--- config.mk ---
export PLATFORM = sky130hd
export DESIGN_NAME = memsel_decoder
export DESIGN_NICKNAME = d
export VERILOG_FILES = /design/src/rtl/memsel_pkg.sv /design/src/rtl/memsel_strap.sv /design/src/rtl/memsel_window.sv /design/src/rtl/memsel_fixed.sv /design/src/rtl/memsel_pick.sv /design/src/rtl/memsel_decoder.sv
export SDC_FILE = /design/constraint.sdc
export NUM_CORES = 1
export LEC_CHECK = 0
export BUFFER_PORTS_ARGS = -buffer_cell sky130_fd_sc_hd__buf_2
export CAP_MARGIN = 25
export CORE_ASPECT_RATIO = 1.4
export CORE_MARGIN = 8
export CORE_UTILIZATION = 41
export CTS_CLUSTER_SIZE = 20
export DETAILED_ROUTE_END_ITERATION = 10
export PLACE_DENSITY = 0.85
export SLEW_MARGIN = 40
export SYNTH_ARGS = -nofsm -noshare
export SYNTH_HDL_FRONTEND = slang
export SYNTH_SLANG_ARGS = --single-unit
--- constraint.sdc ---
create_clock -name clk -period 2.6 [get_ports clk]
set_input_delay 0.26 -clock clk [delete_from_list [all_inputs] [get_ports clk]]
set_output_delay 0.26 -clock clk [all_outputs]
set_load 0.03 [all_outputs]
--- src/rtl/memsel_pkg.sv ---
package memsel_pkg;

    // Address geometry
    localparam int ADDR_W     = 30;
    localparam int NUM_BANKS  = 8;
    localparam int BANK_SHIFT = 27;
    localparam int WIN_SHIFT  = 21;
    localparam int BOOT_SHIFT = 12;

    localparam int SEL_W     = ADDR_W - BANK_SHIFT;
    localparam int WIN_IDX_W = ADDR_W - WIN_SHIFT;
    localparam int SZ_MAX    = BANK_SHIFT - WIN_SHIFT;
    localparam int SZ_W      = $clog2(SZ_MAX + 1);
    localparam int WCFG_W    = 2 * (NUM_BANKS - 1);

    typedef enum logic [1:0] {
        BW_8   = 2'b00,
        BW_16  = 2'b01,
        BW_32  = 2'b10,
        BW_RSV = 2'b11
    } bus_width_e;

    typedef enum logic [1:0] {
        BOOT_NAND  = 2'b00,
        BOOT_NOR16 = 2'b01,
        BOOT_NOR32 = 2'b10,
        BOOT_ALT   = 2'b11
    } boot_mode_e;

    typedef struct packed {
        logic [NUM_BANKS-1:0] cs_n;
        bus_width_e           width;
        logic                 sram_sel;
        logic                 err;
    } dec_out_t;

    localparam dec_out_t DEC_IDLE = '{
        cs_n:     '1,
        width:    BW_8,
        sram_sel: 1'b0,
        err:      1'b0
    };

    // Programmed width code; the reserved code reads as 32 bits
    function automatic bus_width_e cfg_width(input logic [1:0] code);
        return (code == 2'b11) ? BW_32 : bus_width_e'(code);
    endfunction

    // Strapped width for region 0
    function automatic bus_width_e strap_width(input boot_mode_e mode);
        return (mode == BOOT_NOR16) ? BW_16 : BW_32;
    endfunction

endpackage

--- src/rtl/memsel_strap.sv ---
module memsel_strap
    import memsel_pkg::*;
(
    input  logic       clk,
    input  logic       rst,
    input  logic [1:0] mode_pins,
    output boot_mode_e mode_q
);

    // Transparent capture while reset is held, frozen afterwards
    always_ff @(posedge clk) begin
        if (rst) begin
            mode_q <= boot_mode_e'(mode_pins);
        end
    end

endmodule

--- src/rtl/memsel_window.sv ---
module memsel_window #(
    parameter int IDX_W  = 9,
    parameter int SZ_W   = 3,
    parameter int SZ_MAX = 6
) (
    input  logic [IDX_W-1:0] addr_idx,
    input  logic [IDX_W-1:0] base_idx,
    input  logic [SZ_W-1:0]  size_code,
    output logic             hit
);

    logic [SZ_W-1:0]  sz_eff;
    logic [IDX_W-1:0] bit_ok;

    assign sz_eff = (int'(size_code) > SZ_MAX) ? SZ_W'(SZ_MAX) : size_code;

    // Bits below the window size are don't-care, the rest must agree
    for (genvar j = 0; j < IDX_W; j++) begin : g_cmp
        assign bit_ok[j] = (int'(sz_eff) > j) || (addr_idx[j] == base_idx[j]);
    end

    assign hit = &bit_ok;

endmodule

--- src/rtl/memsel_fixed.sv ---
module memsel_fixed #(
    parameter int NUM_BANKS = 8,
    parameter int SEL_W     = 3
) (
    input  logic [SEL_W-1:0]     bank_idx,
    input  logic [NUM_BANKS-1:0] bank_en,
    output logic [NUM_BANKS-2:0] hit
);

    for (genvar i = 0; i < NUM_BANKS - 1; i++) begin : g_bank
        assign hit[i] = bank_en[i] && (bank_idx == SEL_W'(i));
    end

endmodule

--- src/rtl/memsel_pick.sv ---
module memsel_pick
    import memsel_pkg::*;
#(
    parameter int NB     = NUM_BANKS,
    parameter int WCFG_N = 2 * (NB - 1)
) (
    input  logic              valid,
    input  logic              win_en,
    input  logic              win_hit,
    input  logic              boot_low,
    input  logic [NB-2:0]     fix_hit,
    input  logic [WCFG_N-1:0] wcfg,
    input  boot_mode_e        mode,
    output dec_out_t          nxt
);

    bus_width_e bank_w [NB];

    // Width per region: strap for region 0, programmed codes for the rest
    assign bank_w[0] = strap_width(mode);
    for (genvar i = 1; i < NB; i++) begin : g_w
        assign bank_w[i] = cfg_width(wcfg[2*(i-1) +: 2]);
    end

    always_comb begin
        nxt = DEC_IDLE;
        if (valid) begin
            if (win_en && win_hit) begin
                nxt.cs_n[NB-1] = 1'b0;
                nxt.width      = bank_w[NB-1];
            end else if (mode == BOOT_NAND && boot_low) begin
                nxt.sram_sel = 1'b1;
                nxt.width    = BW_32;
            end else if (|fix_hit) begin
                for (int i = 0; i < NB - 1; i++) begin
                    if (fix_hit[i]) begin
                        nxt.cs_n[i] = 1'b0;
                        nxt.width   = bank_w[i];
                    end
                end
            end else begin
                nxt.err = 1'b1;
            end
        end
    end

endmodule

--- src/rtl/memsel_decoder.sv ---
module memsel_decoder
    import memsel_pkg::*;
(
    input  logic                 clk,
    input  logic                 rst,
    input  logic [ADDR_W-1:0]    addr,
    input  logic                 acc_valid,
    input  logic [NUM_BANKS-1:0] bank_en,
    input  logic [WCFG_W-1:0]    bank_wcfg,
    input  logic [WIN_IDX_W-1:0] win_base,
    input  logic [SZ_W-1:0]      win_size,
    input  logic [1:0]           mode_pins,
    output logic [NUM_BANKS-1:0] cs_n,
    output logic [1:0]           bus_width,
    output logic                 boot_sram_sel,
    output logic                 dec_err
);

    boot_mode_e           mode_q;
    logic                 win_hit;
    logic [NUM_BANKS-2:0] fix_hit;
    logic                 boot_low;
    dec_out_t             dec_nxt;
    dec_out_t             dec_q;

    memsel_strap u_strap (
        .clk       (clk),
        .rst       (rst),
        .mode_pins (mode_pins),
        .mode_q    (mode_q)
    );

    memsel_window #(
        .IDX_W  (WIN_IDX_W),
        .SZ_W   (SZ_W),
        .SZ_MAX (SZ_MAX)
    ) u_window (
        .addr_idx  (addr[ADDR_W-1:WIN_SHIFT]),
        .base_idx  (win_base),
        .size_code (win_size),
        .hit       (win_hit)
    );

    memsel_fixed #(
        .NUM_BANKS (NUM_BANKS),
        .SEL_W     (SEL_W)
    ) u_fixed (
        .bank_idx (addr[ADDR_W-1:BANK_SHIFT]),
        .bank_en  (bank_en),
        .hit      (fix_hit)
    );

    assign boot_low = (addr[ADDR_W-1:BOOT_SHIFT] == '0);

    memsel_pick #(
        .NB (NUM_BANKS)
    ) u_pick (
        .valid    (acc_valid),
        .win_en   (bank_en[NUM_BANKS-1]),
        .win_hit  (win_hit),
        .boot_low (boot_low),
        .fix_hit  (fix_hit),
        .wcfg     (bank_wcfg),
        .mode     (mode_q),
        .nxt      (dec_nxt)
    );

    always_ff @(posedge clk) begin
        if (rst) begin
            dec_q <= DEC_IDLE;
        end else begin
            dec_q <= dec_nxt;
        end
    end

    assign cs_n          = dec_q.cs_n;
    assign bus_width     = dec_q.width;
    assign boot_sram_sel = dec_q.sram_sel;
    assign dec_err       = dec_q.err;

endmodule

==> impl_metrics.csv <==
group,metric,value,unit
worst_setup_path,crit_required,2.78,ns
finish,diodes,0,
finish,drive_gt1_share,50.0,%
pwr,p_comb_share,27.3,%
clocking,clockBufferDepth,2,
grt,overflow,0,
grt,antenna_found_initial,0,
worst_setup_path,critPathBufInv,0,
synth,synthesis.area,951,um2
clocking,clock_sinks,14,
drt,drtIter0Drc,35,
floorplan,core,2180,um2
finish,final_common_cell,"buf_2",
worst_setup_path,cpPeakStageDelay,0.43,ns
sta,hold_viol,0,
floorplan,die_y,73.0,um
synth,netlist_instances,101,
synth,async_flop_share,0,%
clocking,cts-root-buf,"clkbuf_4",
floorplan,initial_core_util,43.7,%
placement,dp.cells,188,
drt,drtAntennaViolNets,0,
drt,vias,1022,
finish,layout.nets,240,
synth,ys_seq_area_share,31.6,%
worst_setup_path,ff2ff_path_depth,5,
sta,min_period,1.62,ns
pwr,p_sw_share,28.4,%
hold_path,hold_class,"in -> reg",
synth,synth_flop_cell,"dfxtp_1",
worst_setup_path,rrSetupSlack,0.98,ns
sta,slew_headroom,76.6,%
clocking,post_cts_resized,0,
grt,grt_pass1_wl,4800,um
synth,yosysTopAreaCell,"dfxtp_1",
pwr,clkPwrFrac,25.5,%
drt,drc,0,
clocking,cts_tree,"yes",
clocking,post_cts_buffers,0,
sta,slew_violations,0,
floorplan,placementRows,20,
hold_path,holdCritStartpoint,"mode_pins[1]",
grt,grt_pass1_vias,1189,
grt,grt_max_degree,12,
sta,period_share,62.4,%
synth,synth-edff-count,2,
finish,final_cell_mix,"buf_2, dfxtp_1, nand3_1, nor2_1",
synth,netlist-cell-type-count,38,
pwr,internal-power,0.000344,W
synth,synth_area_leaders,"dfxtp_1, edfxtp_1, nand3_1",
worst_setup_path,path_cells,"nor4_1 > nand3_1 > nor2_1 > a21oi_2 > a32o_1",
sta,max_slew.worst_pin.slew,0.349,ns
pwr,max-vdd-ir-drop,0.184,mV
pwr,sequentialPowerShare,47.2,%
worst_setup_path,cp_slowest_cell,"edfxtp_1",
clocking,cts-hold-fix-buffers,0,
flow_run,cap_violations,0,
finish,final_cells,192,
worst_setup_path,worstSetupPathType,"reg -> reg",
placement,io_buffers,68,
sta,tns,0,ns
pwr,power_per_cell_area,367,nW/um2
synth,ys_warn_count,0,
synth,syn_area_per_cell,9.41,um2
floorplan,pin_count,81,
worst_setup_path,path_max_fanout,8,
grt,track_usage,14.1,%
pwr,p_switching,0.000137,W
drt,post_drt_wl_per_cell,15.1,um
clocking,cts_max_level,1,
worst_setup_path,critical_path_arrival,1.80,ns
worst_setup_path,cp-start-kind,"register",
placement,hpwl,2600,um
worst_setup_path,crit_family,"simple AND/OR/NAND/NOR gates",
drt,vias_per_cell,5.32,
worst_setup_path,timing.rr.end,"bus_width[0]$_SDFF_PP0_",
drt,drtPass1Iterations,4,
floorplan,die_width,56.7,um
sta,rsz0062_at_grt,"false",
drt,wirelength,2910,um
placement,place_congestion,0.878,
sta,max_freq,616,MHz
hold_path,min_to,"u_strap.mode_q[1]$_DFFE_PP_",
worst_setup_path,critPathCaptureType,"register",
pwr,p_leak,0.575,nW
synth,synth_top_area_share,25.3,%
finish,syn_to_final_growth,37.9,%
worst_setup_path,regToRegStartpoint,"u_strap.mode_q[1]$_DFFE_PP_",
synth,ys_seq_elements,14,
sta,setup_viol,0,
synth,syn_nets,170,
hold_path,hold_depth,1,
clocking,clk_latency,0.28,ns
clocking,cts.clk_slew.worst_paths,0.08,ns
finish,fill_cells,193,
clocking,cts_buffers,3,
floorplan,dieArea,4140,um2
sta,clock_skew,0.00449,ns
status,status,"finished clean",
[power groups by stage]
stage	combinational (W)	sequential, W	clock (W)
CTS	0.000132	0.000227	0.000123
global placement	0.000127	0.000232	0
detailed placement	0.000132	0.000232	0
global route	0.000143	0.000228	0.000136
floorplan	0.0000695	0.000236	0
finish	0.000131	0.000227	0.000122
[synthesized netlist by cell type, drive strengths merged, types with 3 or more instances]
cell	number
dfxtp	12
nand3	10
nor2	7
a21oi	6
inv	5
nor4	5
xnor2	5
and4b	4
nand2	4
nand3b	4
nor2b	4
xor2	4
and4bb	3
buf	3
[layer usage]
layer	vias to the layer above	part of all wire, %	track usage (%)
met5	-	0	0
met4	0	1.1	5.90
met3	2	7.7	4.36
met2	45	58	29.1
met1	457	33	11.4
li1	518	-	-
[worst reg2reg max path, stage by stage (launching register included)]
cell	delay, ns
edfxtp_1	0.43
nor4_1	0.30
nand3_1	0.11
nor2_1	0.29
a21oi_2	0.14
a32o_1	0.25
[sequential cells by signal, summed over array words and instances (netlist names)]
signal	cells
cs_n	8
u_strap.mode_q	2
bus_width	2
dec_err	1
boot_sram_sel	1
[logic make-up (layout without fill, tap and decap cells)]
family                 Yosys count  in the layout  share of synthesized area (%)
buffers and inverters            8             77                           5.53
flip-flops                      14             14                           31.6
AO/OA/AOI/OAI                   18             18                           16.4
AND/OR/NAND/NOR                 51             51                           37.0
multiplexers                     1              1                           1.18
XOR/XNOR                         9              9                           8.29
[final cells by class]
| type | instances | area (um2) | area share [%] |
|---|---|---|---|
| Clock buffer | 3 | 22.5 | 1.72 |
| Timing Repair Buffer | 68 | 340 | 26.0 |
| Tap cell | 22 | 27.5 | 2.10 |
| Clock inverter | 1 | 3.75 | 0.286 |
| Multi-Input combinational cell | 79 | 598 | 45.6 |
| Inverter | 5 | 18.8 | 1.43 |
| Sequential cell | 14 | 300 | 22.9 |
[worst max-delay path by stage]
stage,from,to,slack [ns],cells after the start
after global placement,addr[29],bus_width[0]$_SDFF_PP0_,0.97,6
after detailed placement,addr[22],bus_width[0]$_SDFF_PP0_,0.94,6
after global routing,u_strap.mode_q[1]$_DFFE_PP_,bus_width[0]$_SDFF_PP0_,0.84,5
final,u_strap.mode_q[1]$_DFFE_PP_,bus_width[0]$_SDFF_PP0_,0.98,5
after CTS,u_strap.mode_q[1]$_DFFE_PP_,bus_width[0]$_SDFF_PP0_,0.97,5
after floorplan,addr[26],bus_width[0]$_SDFF_PP0_,1.17,5
[metrics by stage]
stage | total power [W] | area [um2] | setup WS (ns) | util (%) | hold slack (ns)
after floorplan | 0.000306 | 951 | 1.17 | - | 0.359
after global placement | 0.000359 | 1280 | 0.969 | 59.0 | 0.437
after detailed placement | 0.000364 | 1280 | 0.944 | 59.0 | 0.441
after CTS | 0.000482 | 1310 | 0.966 | 60.2 | 0.150
after global routing | 0.000507 | 1310 | 0.844 | 60.2 | 0.137
final | 0.000481 | 1310 | 0.976 | 60.2 | 0.152
(Power assumes the default switching activity.)
